### src/rtl/fcc_pkg.sv
package fcc_pkg;
  typedef enum logic [1:0] {
    REL_EQ = 2'b00,
    REL_LT = 2'b01,
    REL_GT = 2'b10,
    REL_UN = 2'b11
  } rel_e;

  localparam int unsigned MAG_W = 63;

  typedef struct packed {
    logic             nan;
    logic             zero;
    logic             sign;
    logic [MAG_W-1:0] mag;
  } opnd_t;

  // field offsets are fixed by consumers of the status word
  function automatic int unsigned fld_ofs(input logic [1:0] sel);
    case (sel)
      2'd0:    return 0;
      2'd1:    return 22;
      2'd2:    return 24;
      default: return 26;
    endcase
  endfunction

  function automatic logic [31:0] fld_mask(input logic [1:0] sel);
    return 32'h3 << fld_ofs(sel);
  endfunction
endpackage

### src/rtl/fcc_classify.sv
module fcc_classify
  import fcc_pkg::*;
#(
  parameter int unsigned S_EXP = 8,
  parameter int unsigned S_MAN = 23,
  parameter int unsigned D_EXP = 11,
  parameter int unsigned D_MAN = 52
) (
  input  logic [D_EXP+D_MAN:0] op_i,
  input  logic                 dbl_i,
  output opnd_t                cls_o
);
  localparam int unsigned SW = 1 + S_EXP + S_MAN;
  localparam int unsigned DW = 1 + D_EXP + D_MAN;

  logic [S_EXP-1:0] s_exp;
  logic [S_MAN-1:0] s_man;
  logic [D_EXP-1:0] d_exp;
  logic [D_MAN-1:0] d_man;

  assign s_exp = op_i[SW-2 -: S_EXP];
  assign s_man = op_i[S_MAN-1:0];
  assign d_exp = op_i[DW-2 -: D_EXP];
  assign d_man = op_i[D_MAN-1:0];

  always_comb begin
    if (dbl_i) begin
      cls_o.nan  = (&d_exp) && (|d_man);
      cls_o.zero = ~|op_i[DW-2:0];
      cls_o.sign = op_i[DW-1];
      cls_o.mag  = MAG_W'(op_i[DW-2:0]);
    end else begin
      cls_o.nan  = (&s_exp) && (|s_man);
      cls_o.zero = ~|op_i[SW-2:0];
      cls_o.sign = op_i[SW-1];
      cls_o.mag  = MAG_W'(op_i[SW-2:0]);
    end
  end
endmodule

### src/rtl/fcc_relation.sv
module fcc_relation
  import fcc_pkg::*;
(
  input  opnd_t a_i,
  input  opnd_t b_i,
  output rel_e  rel_o
);
  always_comb begin
    if (a_i.nan || b_i.nan)         rel_o = REL_UN;
    else if (a_i.zero && b_i.zero)  rel_o = REL_EQ;
    else if (a_i.sign != b_i.sign)  rel_o = a_i.sign ? REL_LT : REL_GT;
    else if (a_i.mag == b_i.mag)    rel_o = REL_EQ;
    else if (a_i.mag < b_i.mag)     rel_o = a_i.sign ? REL_GT : REL_LT;
    else                            rel_o = a_i.sign ? REL_LT : REL_GT;
  end
endmodule

### src/rtl/fcc_status_upd.sv
module fcc_status_upd
  import fcc_pkg::*;
#(
  parameter int unsigned STAT_W  = 32,
  parameter int unsigned NVA_BIT = 5
) (
  input  logic [STAT_W-1:0] stat_i,
  input  rel_e              rel_i,
  input  logic [1:0]        sel_i,
  input  logic              trap_mask_i,
  output logic [STAT_W-1:0] stat_o,
  output logic              trap_o
);
  logic [STAT_W-1:0] clr_mask, code_bits;

  assign clr_mask  = STAT_W'(2'b11) << fld_ofs(sel_i);
  assign code_bits = STAT_W'(rel_i) << fld_ofs(sel_i);

  always_comb begin
    stat_o = (stat_i & ~clr_mask) | code_bits;
    trap_o = 1'b0;
    if (rel_i == REL_UN) begin
      if (trap_mask_i) trap_o = 1'b1;
      else             stat_o[NVA_BIT] = 1'b1;
    end
  end
endmodule

### src/rtl/fp_cmp_cc_unit.sv
module fp_cmp_cc_unit
  import fcc_pkg::*;
#(
  parameter int unsigned STAT_W  = 32,
  parameter int unsigned OP_W    = 64,
  parameter int unsigned NVA_BIT = 5
) (
  input  logic              clk_i,
  input  logic              rst_ni,
  input  logic              start_i,
  input  logic              dbl_i,
  input  logic [1:0]        fld_sel_i,
  input  logic              trap_mask_i,
  input  logic [OP_W-1:0]   op_a_i,
  input  logic [OP_W-1:0]   op_b_i,
  output logic [STAT_W-1:0] status_o,
  output logic              done_o,
  output logic              trap_o
);
  localparam int unsigned N_OP = 2;

  logic [OP_W-1:0]   ops [N_OP];
  opnd_t             cls [N_OP];
  rel_e              rel;
  logic [STAT_W-1:0] stat_q, stat_n;
  logic              trap_n, done_q, trap_q;

  assign ops[0] = op_a_i;
  assign ops[1] = op_b_i;

  for (genvar g = 0; g < N_OP; g++) begin : g_cls
    fcc_classify u_cls (.op_i(ops[g]), .dbl_i(dbl_i), .cls_o(cls[g]));
  end

  fcc_relation u_rel (.a_i(cls[0]), .b_i(cls[1]), .rel_o(rel));

  fcc_status_upd #(.STAT_W(STAT_W), .NVA_BIT(NVA_BIT)) u_upd (
    .stat_i(stat_q), .rel_i(rel), .sel_i(fld_sel_i),
    .trap_mask_i(trap_mask_i), .stat_o(stat_n), .trap_o(trap_n)
  );

  always_ff @(posedge clk_i or negedge rst_ni) begin
    if (!rst_ni) begin
      stat_q <= '0;
      done_q <= 1'b0;
      trap_q <= 1'b0;
    end else begin
      done_q <= start_i;
      trap_q <= start_i && trap_n;
      if (start_i) stat_q <= stat_n;
    end
  end

  assign status_o = stat_q;
  assign done_o   = done_q;
  assign trap_o   = trap_q;

  a_r2_hold_idle: assert property (@(posedge clk_i) disable iff (!rst_ni)
    !start_i |=> $stable(status_o));

  a_r2_done_single: assert property (@(posedge clk_i) disable iff (!rst_ni)
    (done_o && !start_i) |=> !done_o);

  a_r4_other_bits_kept: assert property (@(posedge clk_i) disable iff (!rst_ni)
    done_o |-> (((status_o ^ $past(status_o)) &
                 ~(fld_mask($past(fld_sel_i)) | (32'h1 << NVA_BIT))) == '0));

  a_r7_nva_sticky: assert property (@(posedge clk_i) disable iff (!rst_ni)
    !$fell(status_o[NVA_BIT]));

  a_r8_trap_code: assert property (@(posedge clk_i) disable iff (!rst_ni)
    trap_o |-> (done_o && (((status_o >> fld_ofs($past(fld_sel_i))) & 32'h3) == 32'h3)));

  a_r8_trap_no_accrue: assert property (@(posedge clk_i) disable iff (!rst_ni)
    trap_o |-> (status_o[NVA_BIT] == $past(status_o[NVA_BIT])));
endmodule

### config.mk
export PLATFORM = sky130hd
export DESIGN_NAME = fp_cmp_cc_unit
export DESIGN_NICKNAME = d
export VERILOG_FILES = /design/src/rtl/fcc_pkg.sv /design/src/rtl/fcc_classify.sv /design/src/rtl/fcc_relation.sv /design/src/rtl/fcc_status_upd.sv /design/src/rtl/fp_cmp_cc_unit.sv
export SDC_FILE = /design/constraint.sdc
export NUM_CORES = 1
export LEC_CHECK = 0
export BUFFER_PORTS_ARGS = -buffer_cell sky130_fd_sc_hd__buf_2
export CORE_MARGIN = 8
export CORE_UTILIZATION = 43
export DETAILED_ROUTE_END_ITERATION = 8
export PLACE_DENSITY = 0.87
export SYNTH_ARGS = -nofsm -noshare
export SYNTH_HDL_FRONTEND = slang
export SYNTH_SLANG_ARGS = --single-unit
### constraint.sdc
create_clock -name clk_i -period 0.8 [get_ports clk_i]
set_clock_uncertainty 0.05 [all_clocks]
set_input_delay 0.04 -clock clk_i [delete_from_list [all_inputs] [get_ports clk_i]]
set_output_delay 0.04 -clock clk_i [all_outputs]
set_load 0.02 [all_outputs]
==> results of run 1 <==
timing repair:
action	CTS	global route
buffers inserted	16	2
gates cloned	5	1
pin swaps	39	6
hold endpoints to repair	37	0
setup endpoints to repair	44	44
resized for setup	156	28
hold buffers	3	0
where the power goes:
group          total (mW)  switching, mW  internal [mW]
clock                1.30          0.608          0.694
sequential           1.91         0.0943           1.81
combinational        3.17           1.60           1.57
total                6.37           2.30           4.08
layer usage:
layer / vias up / part of all wire, %
met5: - / 0
met3: 113 / 9.9
met4: 0 / 6.3
met1: 2187 / 35
li1: 2050 / -
met2: 390 / 49
Yosys cell counts (all sizes together) (10+ instances only):
cell type / n / area (um^2)
o21ai: 12 / 60.1
nand4: 27 / 169
mux2i: 10 / 100
inv: 35 / 131
nor2: 12 / 45.0
ha: 63 / 788
nand2: 54 / 203
nand3: 11 / 55.1
and2: 32 / 200
clkbuf: 31 / 116
nor3: 12 / 71.3
a21oi: 23 / 115
nor4: 30 / 209
dfrtp: 34 / 851
per-stage QoR:
step | hold slack (ns) | worst slack (ns) | total power [mW]
5_1_grt | 0.155 | -1.59 | 6.69
3_5_place_dp | -0.0419 | -1.69 | 4.09
3_3_place_gp | -0.0464 | -1.58 | 4.01
2_1_floorplan | -0.306 | -1.47 | 2.98
4_1_cts | 0.0959 | -1.16 | 5.99
6_report | 0.147 | -1.46 | 6.37
kinds of logic (layout without fill, tap and decap cells):
group	count (synthesis)	count (layout)	share of synthesized area, %
simple gates	191	191	30.4
fa+ha+maj	63	63	22.7
compound gates	66	66	12.0
mux	11	11	3.21
flops	34	34	24.5
buf+inv	66	308	7.15
state kept, by name (all words and copies together) (netlist names):
register  flops
done_o        1
trap_o        1
status_o     32
worst max-delay path, delay by kind of cell:
| kind | cells | cell delay (ns) |
|---|---|---|
| fa+ha+maj | 1 | 0.36 |
| buf+inv | 2 | 0.28 |
| simple gates | 5 | 1.00 |
| compound gates | 3 | 0.70 |
layout make-up:
| class | instances | area (um^2) |
|---|---|---|
| multi-input combinational | 331 | 2980 |
| timing repair buffer | 265 | 2010 |
| fill | 457 | 1580 |
| sequential | 34 | 851 |
| inverter | 35 | 131 |
| tap | 102 | 128 |
| clock buffer | 7 | 86.3 |
| clock inverter | 1 | 5.00 |
worst paths after layout:
| path | end |
|---|---|
| worst max-delay path | status_o[22] |
| worst min-delay path | status_o[5] |
| worst max register to register | status_o[22] |
| worst min register to register | status_o[21] |
| max in group asynchronous | status_o[27] |
| min in group asynchronous | status_o[14] |
==> flow_summary.toml, run 1 <==
[status]
status = "finished, violations left"
violated_checks = "negative setup slack"

[synth]
yosysWarnings = 0
async_reset_ff_share_pct = 100
synth_cell_types = 39
postSynthAreaPerCell_um2 = 8.04
most_common_flop_cell_mapped_by_yosys = "sky130_fd_sc_hd__dfrtp_1"
post_synth_inst_count = 431
synth-edff-count = 0
synthesis.nets = 629
syn_area_mm2 = 0.00347
ys_ff_latch = 34
seq_area_frac_synth_pct = 24.5

[sta]
pin_slew_with_the_least_headroom_to_its_limit_ns = 0.478
finalCritPeriodShare_pct = 283
worst_slack_ns = -1.46
finalCriticalPeriod_ns = 2.26
tns_ns = -16.79
maxSlewViolCount = 0
setup-violations-final = 44
achievable-frequency_mhz = 442
rsz_0062_raised_after_global_routing = "true"
final_hold_viol_count = 0
timing.max_slew.rel_slack_pct = 67.9

[global_route]
grt_remaining_overflow = 0
pin_count_of_the_biggest_net_entering_global_routing = 35
via_count_of_the_first_global_routing_pass = 5060
aggregate_global_route_resource_usage_pct = 27.6
met1_usage_pct = 29.0
gr-usage-met2_pct = 50.2
grt_busiest_layer = "met2"
use_met3_pct = 6.82
first_pass_grt_wire_length_um = 25300
grt_antenna_before_repair = 0

[worst_setup_path]
max_incr_delay_on_cp_ns = 0.36
critical_path_class = "in2reg"
regToRegStartpoint = "status_o[22]"
crit_path_cell_trace = "buf_12 -> buf_16 -> nand2_1 -> ha_4 -> nand4_1 -> nor3_2 -> nand4_1 -> nor2b_2 -> a2111oi_4 -> a311o_1 -> a31oi_1"
reg2reg_depth = 3
timing.reg2reg.setup_slack_ns = -0.16
critical_path_startpoint_category = "input pin"
cp.required_ns = 0.94
critPathArrivalTime_ns = 2.40
cp_common_cell = "sky130_fd_sc_hd__nand4_1"
timing.critical_path.to_type = "flop"
setup.worst_path.start = "dbl_i"
largest_driver_fanout_on_the_critical_path = 16
highest_delay_cell_along_the_critical_path = "sky130_fd_sc_hd__ha_4"

[routing]
vias = 4740
firstDrtPassIters = 5
detailedRoute.firstIterationViolations = 398
ant_nets = 0
post_drt_via_cell_ratio = 6.12
route.detailed.drc = 0
drt-wirelength-per-cell_um = 23.0
drt-total-wl_um = 17800

[power]
power.density_cell_area_mw_per_mm2 = 1030
p_leak_nw = 3.08
vdd_drop_max_uv = 905

[floorplanning]
number_of_top_level_design_ports = 169
die_width_um = 106
dieHeight_um = 106
die_area_mm2 = 0.0112
floorplan.initialDensity_pct = 44.6
fp-row-count = 32
core_region_area_mm2 = 0.00777

[worst_hold_path]
worstHoldPathType = "in2reg"
whs_path_depth = 4
timing.hold.worst.start = "start_i"

[clock_network]
cts.clk_slew.worst_paths_ns = 0.08
tritoncts.num_buffers = 5
cts_root_buf = "sky130_fd_sc_hd__clkbuf_8"
cts-root-to-sink-buffers = 2
cts_max_level = 2
worst_skew_pair.late_latency_ns = 0.28
cts_tree = "yes"
cts.sink_count = 34

[layout]
diodes = 0
non_filler_cells_in_the_finished_layout = 775
post-route-cell-area_mm2 = 0.00619
layout-area-overhead-vs-synth_pct = 78.6
mostFrequentLayoutCells = "sky130_fd_sc_hd__buf_2 (131), sky130_fd_sc_hd__buf_4 (80), sky130_fd_sc_hd__nand2_1 (44)"
commonest_non_fill_non_tap_cell_in_the_layout = "sky130_fd_sc_hd__buf_2"
fraction_of_final_layout_cells_sized_beyond_drive_strength_1_pct = 54.7
finish.net_count = 870
final_core_utilization_pct = 79.7

[placement]
port_buffers = 168
placed_cell_area_mm2 = 0.00495
routability_congestion = 0.920
post-place-cells = 740
detailed_place_hpwl_um = 10900

[flow_run]
drv_cap = 0
(Power assumes the default switching activity.)
==> run 2, diff against run 1 <==
--- a/config.mk
+++ b/config.mk
@@ -5,9 +5,10 @@
 export SDC_FILE = /design/constraint.sdc
 export NUM_CORES = 1
 export LEC_CHECK = 0
+export ABC_AREA = 1
 export BUFFER_PORTS_ARGS = -buffer_cell sky130_fd_sc_hd__buf_2
 export CORE_MARGIN = 8
-export CORE_UTILIZATION = 43
+export CORE_UTILIZATION = 44
 export DETAILED_ROUTE_END_ITERATION = 8
 export PLACE_DENSITY = 0.87
 export SYNTH_ARGS = -nofsm -noshare
==> run 2 against run 1 <==
  * The flow still finishes with violations (negative setup slack)
  * Count of clock-buffer cells in the layout is the same
  * Largest cell class unchanged
  * Register-to-register slack lost 0.06 ns
  * Utilization shrank 2.8 points
==> flow_summary.toml, run 2 <==
[clock_network]
cts_root_buf = "sky130_fd_sc_hd__clkbuf_8"
worst_skew_pair.late_latency_ns = 0.28
cts_tree = "yes"
cts_max_level = 2
tritoncts.num_buffers = 5
cts.sink_count = 34
cts-root-to-sink-buffers = 2
cts.clk_slew.worst_paths_ns = 0.08

[synth]
yosysWarnings = 0
synth-compound-area-share_pct = 4.17
yosysTopAreaCellShare_pct = 21.8
synth_top_cells_by_count = "sky130_fd_sc_hd__nand2_1 (185), sky130_fd_sc_hd__inv_1 (97), sky130_fd_sc_hd__ha_1 (63)"
synth-edff-count = 0
ys_ff_latch = 34
synthMuxAreaShare_pct = 0.256
synthesis.nets = 811
post_synth_inst_count = 613
syn_area_mm2 = 0.00390
netlist_top_cells_area = "sky130_fd_sc_hd__dfrtp_1 (22%), sky130_fd_sc_hd__ha_1 (20%), sky130_fd_sc_hd__nand2_1 (18%)"
async_reset_ff_share_pct = 100
yosys.area_share.simple_pct = 39.2
most_common_flop_cell_mapped_by_yosys = "sky130_fd_sc_hd__dfrtp_1"
synth_cell_types = 32
yosys.area.top_type = "sky130_fd_sc_hd__dfrtp_1"
yosysMostFrequentCell = "sky130_fd_sc_hd__nand2_1"
combinational_family_with_the_most_area_after_synthesis = "simple AND/OR/NAND/NOR gates"
post_synthesis_share_of_cell_area_spent_on_full_adders_half_adders_and_majority_gates_pct = 20.2
seq_area_frac_synth_pct = 21.8
postSynthAreaPerCell_um2 = 6.37
synth_xor_area_share_pct = 0

[worst_setup_path]
critical_path_class = "in2reg"
largest_driver_fanout_on_the_critical_path = 7
critical_path_startpoint_category = "input pin"
cp.required_ns = 0.93
timing.critical_path.to_type = "flop"
critPathArrivalTime_ns = 2.13

[placement]
routability_congestion = 0.878
port_buffers = 168
detailed_place_hpwl_um = 10500
placed_cell_area_mm2 = 0.00538

[layout]
commonest_non_fill_non_tap_cell_in_the_layout = "sky130_fd_sc_hd__nand2_1"
post-route-cell-area_mm2 = 0.00667
fraction_of_final_layout_cells_sized_beyond_drive_strength_1_pct = 49.9
diodes = 0
layout-area-overhead-vs-synth_pct = 70.9
number_of_flip_flops_under_the_largest_register_name = 32
finish.net_count = 1054
mostFrequentLayoutCells = "sky130_fd_sc_hd__nand2_1 (147), sky130_fd_sc_hd__buf_2 (132), sky130_fd_sc_hd__inv_1 (81)"

[floorplanning]
floorplan.initialDensity_pct = 45.0
die_area_mm2 = 0.0121
number_of_top_level_design_ports = 169
die_width_um = 110
dieHeight_um = 110
fp-row-count = 34
core_region_area_mm2 = 0.00868

[power]
vdd_drop_max_uv = 1050
p_leak_nw = 3.71
power_switching_share_pct = 38.3
p_comb_share_pct = 52.5
share_seq_of_total_power_pct = 28.0
clkPwrFrac_pct = 19.6
power.net_switching_mw = 2.60
power.density_cell_area_mw_per_mm2 = 1020
cellInternalPower_mw = 4.19

[routing]
ant_nets = 0
drt-total-wl_um = 17600
firstDrtPassIters = 5
post_drt_via_cell_ratio = 5.45
route.detailed.drc = 0
vias = 5262
drt-wirelength-per-cell_um = 18.3
detailedRoute.firstIterationViolations = 457

[sta]
finalCriticalPeriod_ns = 2.00
worst_slack_ns = -1.20
setup-violations-final = 46
pin_slew_with_the_least_headroom_to_its_limit_ns = 0.389
achievable-frequency_mhz = 499
rsz_0062_raised_after_global_routing = "true"
hold_ws_ns = 0.0147
maxSlewViolCount = 0
final_hold_viol_count = 0
finalCritPeriodShare_pct = 250
timing.max_slew.rel_slack_pct = 73.8

[status]
violated_checks = "negative setup slack"
status = "finished, violations left"

[global_route]
grt_remaining_overflow = 0
grt_antenna_before_repair = 0
pin_count_of_the_biggest_net_entering_global_routing = 35
first_pass_grt_wire_length_um = 23400
aggregate_global_route_resource_usage_pct = 24.0
via_count_of_the_first_global_routing_pass = 5217

[flow_run]
drv_cap = 0

[worst_hold_path]
worstHoldPathType = "in2reg"
[run 2: cell count changes in the layout (fill, tap and decap cells not counted), moves of 9 or more]
cell and change:
sky130_fd_sc_hd__and2_1 -9, sky130_fd_sc_hd__and2_4 -22, sky130_fd_sc_hd__inv_1 +46, sky130_fd_sc_hd__inv_2 +34
sky130_fd_sc_hd__mux2i_1 -9, sky130_fd_sc_hd__nand2_1 +103, sky130_fd_sc_hd__nand2_2 +27, sky130_fd_sc_hd__nand2_4 +9
sky130_fd_sc_hd__nand3_2 +10, sky130_fd_sc_hd__nand4_1 -10, sky130_fd_sc_hd__nor2_1 +35, sky130_fd_sc_hd__nor4_1 -9
[run 2: per-stage QoR]
stage / total power, mW / cells / setup TNS (ns) / util (%) / setup WS [ns]
2_1_floorplan: 3.22 / 613 / -10.61 / - / -1.23
3_3_place_gp: 4.35 / 930 / -12.05 / 61.9 / -1.29
3_5_place_dp: 4.41 / 930 / -13.07 / 61.9 / -1.41
4_1_cts: 6.19 / 959 / -13.55 / 71.9 / -1.02
5_1_grt: 7.14 / 965 / -17.17 / 76.9 / -1.32
6_report: 6.79 / 965 / -15.14 / 76.9 / -1.20
[run 2: final cells by class]
cell class,instances,area [um^2]
Fill cell,537,2000
Tap cell,108,135
Sequential cell,34,851
Multi-Input combinational cell,432,3150
Timing Repair Buffer,266,2000
Clock inverter,1,5.00
Clock buffer,7,86.3
Inverter,117,444
[run 2: power by group through the flow]
stage	clock network, mW	logic, mW	registers (mW)
after floorplan	0	1.22	2.01
after global placement	0	2.45	1.90
after detailed placement	0	2.52	1.89
after CTS	1.29	3.01	1.89
after global routing	1.40	3.84	1.91
final	1.33	3.56	1.90
[run 2: repair_timing]
item / in CTS / in global routing
endpoints found under the setup margin: 44 / 44
endpoints found under the hold margin: 36 / 0
hold buffers: 3 / 0
gates resized for setup: 139 / 83
pin swaps: 36 / 50
gates cloned: 6 / 0
buffers inserted: 12 / 7
[run 2: layer usage]
layer / up-vias / share of wire (%) / GRT usage, %
met3: 104 / 8.6 / 4.71
met4: 0 / 5.6 / 11.5
met1: 2400 / 35 / 25.2
met2: 356 / 50 / 44.7
li1: 2402 / - / -
met5: - / 0 / 0
[run 2: path summary, 6_finish.rpt]
| check | start | endpoint | slack, ns | depth (start not counted) |
|---|---|---|---|---|
| worst max register to register | status_o[24] | status_o[24] | -0.22 | 3 |
| min in group asynchronous | rst_ni | status_o[28] | 0.19 | 3 |
| max in group asynchronous | rst_ni | status_o[5] | 0.32 | 3 |
| worst min-delay path | trap_mask_i | status_o[5] | 0.01 | 3 |
| worst max-delay path | dbl_i | status_o[24] | -1.20 | 21 |
| worst min register to register | status_o[10] | status_o[10] | 0.35 | 0 |
[run 2: logic make-up after synthesis]
| group | count (synthesis) |
|---|---|
| flops | 34 |
| buf+inv | 148 |
| mux | 1 |
| simple gates | 337 |
| compound gates | 30 |
| fa+ha+maj | 63 |
[run 2: critical path: stages]
cell	delay (ns)
sky130_fd_sc_hd__buf_16	0.13
sky130_fd_sc_hd__buf_12	0.14
sky130_fd_sc_hd__buf_8	0.12
sky130_fd_sc_hd__nand2_2	0.10
sky130_fd_sc_hd__ha_4	0.23
sky130_fd_sc_hd__nand2_4	0.07
sky130_fd_sc_hd__inv_2	0.04
sky130_fd_sc_hd__nand2_1	0.06
sky130_fd_sc_hd__nand2_1	0.05
sky130_fd_sc_hd__nand2_1	0.07
sky130_fd_sc_hd__nand2_1	0.08
sky130_fd_sc_hd__nand2_1	0.09
sky130_fd_sc_hd__nand2_2	0.08
sky130_fd_sc_hd__a21oi_4	0.21
sky130_fd_sc_hd__nand3_2	0.11
sky130_fd_sc_hd__nand3_2	0.08
sky130_fd_sc_hd__nand2_2	0.07
sky130_fd_sc_hd__nand2_4	0.11
sky130_fd_sc_hd__nand3_2	0.07
sky130_fd_sc_hd__nand2_1	0.09
sky130_fd_sc_hd__inv_1	0.06
==> run 3, diff against run 2 <==
--- a/config.mk
+++ b/config.mk
@@ -8,9 +8,9 @@
 export ABC_AREA = 1
 export BUFFER_PORTS_ARGS = -buffer_cell sky130_fd_sc_hd__buf_2
 export CORE_MARGIN = 8
-export CORE_UTILIZATION = 44
+export CORE_UTILIZATION = 23
 export DETAILED_ROUTE_END_ITERATION = 8
-export PLACE_DENSITY = 0.87
+export PLACE_DENSITY = 0.55
 export SYNTH_ARGS = -nofsm -noshare
 export SYNTH_HDL_FRONTEND = slang
 export SYNTH_SLANG_ARGS = --single-unit
==> run 3 against run 2 <==
  * The run ends with negative hold slack, negative setup slack left
  * Flip-flop and latch count unchanged
  * Via count down 12%
  * Count of clock-buffer cells in the layout unchanged
==> flow_summary.toml, run 3 (synthesized netlist as in run 2, its figures left out) <==
[clock_network]
cts.clk_slew.worst_paths_ns = 0.05
worst_skew_pair.late_latency_ns = 0.27
cts-root-to-sink-buffers = 2
cts_root_buf = "sky130_fd_sc_hd__clkbuf_16"
cts_tree = "yes"
cts_max_level = 2
cts.sink_count = 34
tritoncts.num_buffers = 5

[sta]
timing.max_slew.rel_slack_pct = 78.6
final_hold_viol_count = 1
worst_slack_ns = -1.09
rsz_0062_raised_after_global_routing = "true"
maxSlewViolCount = 0
setup-violations-final = 45
achievable-frequency_mhz = 528
hold_ws_ns = -0.00190
finalCriticalPeriod_ns = 1.89
finalCritPeriodShare_pct = 237
pin_slew_with_the_least_headroom_to_its_limit_ns = 0.318

[global_route]
first_pass_grt_wire_length_um = 23500
pin_count_of_the_biggest_net_entering_global_routing = 35
grt_antenna_before_repair = 0
grt_remaining_overflow = 0
aggregate_global_route_resource_usage_pct = 13.2
via_count_of_the_first_global_routing_pass = 4782

[worst_setup_path]
critical_path_startpoint_category = "input pin"
max_incr_delay_on_cp_ns = 0.24
regToRegStartpoint = "status_o[25]"
crit_path_cell_trace = "buf_16 -> buf_12 -> buf_12 -> nand2_1 -> inv_2 -> ha_4 -> nand2_4 -> a21oi_2 -> nor2_1 -> nand2_1 -> nand2_1 -> nand2_2 -> a21oi_4 -> nand3_1 -> nand3_2 -> nand2_2 -> nand2_4 -> nand3_2 -> nand2_1 -> inv_1"
cp_common_cell = "sky130_fd_sc_hd__nand2_1"
r2r-end = "status_o[25]"
cp.required_ns = 0.92
timing.reg2reg.setup_slack_ns = -0.15
timing.critical_path.to_type = "flop"
crit_path_end = "status_o[27]"
reg2reg_depth = 3
critPathArrivalTime_ns = 2.02
highest_delay_cell_along_the_critical_path = "sky130_fd_sc_hd__ha_4"
setup.worst_path.start = "dbl_i"
critical_path_class = "in2reg"
largest_driver_fanout_on_the_critical_path = 6

[placement]
routability_congestion = 0.834
detailed_place_hpwl_um = 11800
place_worst_setup_slack_ns = -1.45
port_buffers = 168

[routing]
drt-total-wl_um = 15000
vias = 4616
firstDrtPassIters = 4
ant_nets = 0
post_drt_via_cell_ratio = 4.22
detailedRoute.firstIterationViolations = 112
route.detailed.drc = 0
drt-wirelength-per-cell_um = 13.7

[layout]
mostFrequentLayoutCells = "sky130_fd_sc_hd__nand2_1 (145), sky130_fd_sc_hd__buf_2 (130), sky130_fd_sc_hd__buf_4 (88)"
final_core_utilization_pct = 42.5
fraction_of_final_layout_cells_sized_beyond_drive_strength_1_pct = 50.4
diodes = 0
layout.filler_cells = 1726
layout-area-overhead-vs-synth_pct = 80.3
finish.net_count = 1070
commonest_non_fill_non_tap_cell_in_the_layout = "sky130_fd_sc_hd__nand2_1"
final-seq-area_um2 = 851
multiInputGateArea_mm2 = 0.00318
number_of_flip_flops_under_the_largest_register_name = 32

[flow_run]
drv_cap = 0

[power]
finalPower_mw = 7.19
vdd_drop_max_uv = 761
p_leak_nw = 3.86
power.density_cell_area_mw_per_mm2 = 1020

[status]
violated_checks = "negative hold slack, negative setup slack"
status = "finished, violations left"

[floorplanning]
die_width_um = 146
dieHeight_um = 146
fp-row-count = 47
number_of_top_level_design_ports = 169
core_region_area_mm2 = 0.0166
die_area_mm2 = 0.0214
floorplan.initialDensity_pct = 23.5

[worst_hold_path]
worstHoldPathType = "in2reg"
run 3: cell types whose count changed in the layout (fill, tap and decap cells not counted), moves of 5 or more:
cell and change:
sky130_fd_sc_hd__buf_4 +13, sky130_fd_sc_hd__clkbuf_8 -5, sky130_fd_sc_hd__buf_6 +5, sky130_fd_sc_hd__clkbuf_16 +6
run 3: stage by stage:
step	hold WS (ns)	instance area, um^2	instances	TNS [ns]
after global routing	0.0105	7040	1093	-15.25
after global placement	-0.0392	5680	1064	-13.61
after CTS	0.00413	6610	1090	-13.20
after detailed placement	-0.0377	5680	1064	-13.49
after floorplan	-0.306	4000	613	-10.61
final	-0.00190	7040	1093	-13.24
run 3: routing by layer:
layer  wire length [um]  global-route usage [%]  vias to the layer above
li1                   -                       -                     2436
met1               6650                    16.4                     2058
met2               7490                    23.5                      112
met3                760                    2.53                       10
met4                110                    1.70                        0
met5                  0                       0                        -
run 3: worst min-delay path by stage:
stage                      startpoint      endpoint  slack [ns]  cells past startpoint
after global placement         rst_ni  status_o[28]       -0.04                      2
after CTS                 trap_mask_i   status_o[5]       0.004                      3
after detailed placement       rst_ni  status_o[28]       -0.04                      2
after global routing      trap_mask_i   status_o[5]        0.01                      3
after floorplan                rst_ni        done_o       -0.31                      0
final                     trap_mask_i   status_o[5]      -0.002                      3
run 3: where the power goes:
part	leakage (nW)	internal [mW]	switching, mW	total, mW
Sequential	0.450	1.82	0.0721	1.89
Combinational	3.34	1.69	1.71	3.40
Clock	0.0739	1.23	0.671	1.90
Total	3.86	4.74	2.45	7.19
run 3: critical path, delay by kind of cell:
family	cells	cell delay [ns]
fa+ha+maj	1	0.24
simple gates	12	1.00
buf+inv	5	0.49
compound gates	2	0.21
run 3: repair_timing:
| action | in CTS | in global routing |
|---|---|---|
| pin swaps | 43 | 60 |
| hold endpoints to repair | 36 | 0 |
| hold buffers | 3 | 0 |
| setup endpoints to repair | 44 | 44 |
| resized for setup | 138 | 92 |
| gates cloned | 4 | 1 |
| setup buffers | 12 | 3 |
run 3: cell type report:
class                      instances  share of cell area, %
multi-input combinational        432                   45.1
clock inverter                     1                 0.0711
timing repair buffer             282                   30.5
clock buffer                       7                   2.03
tap                              220                   3.91
sequential                        34                   12.1
inverter                         117                   6.34
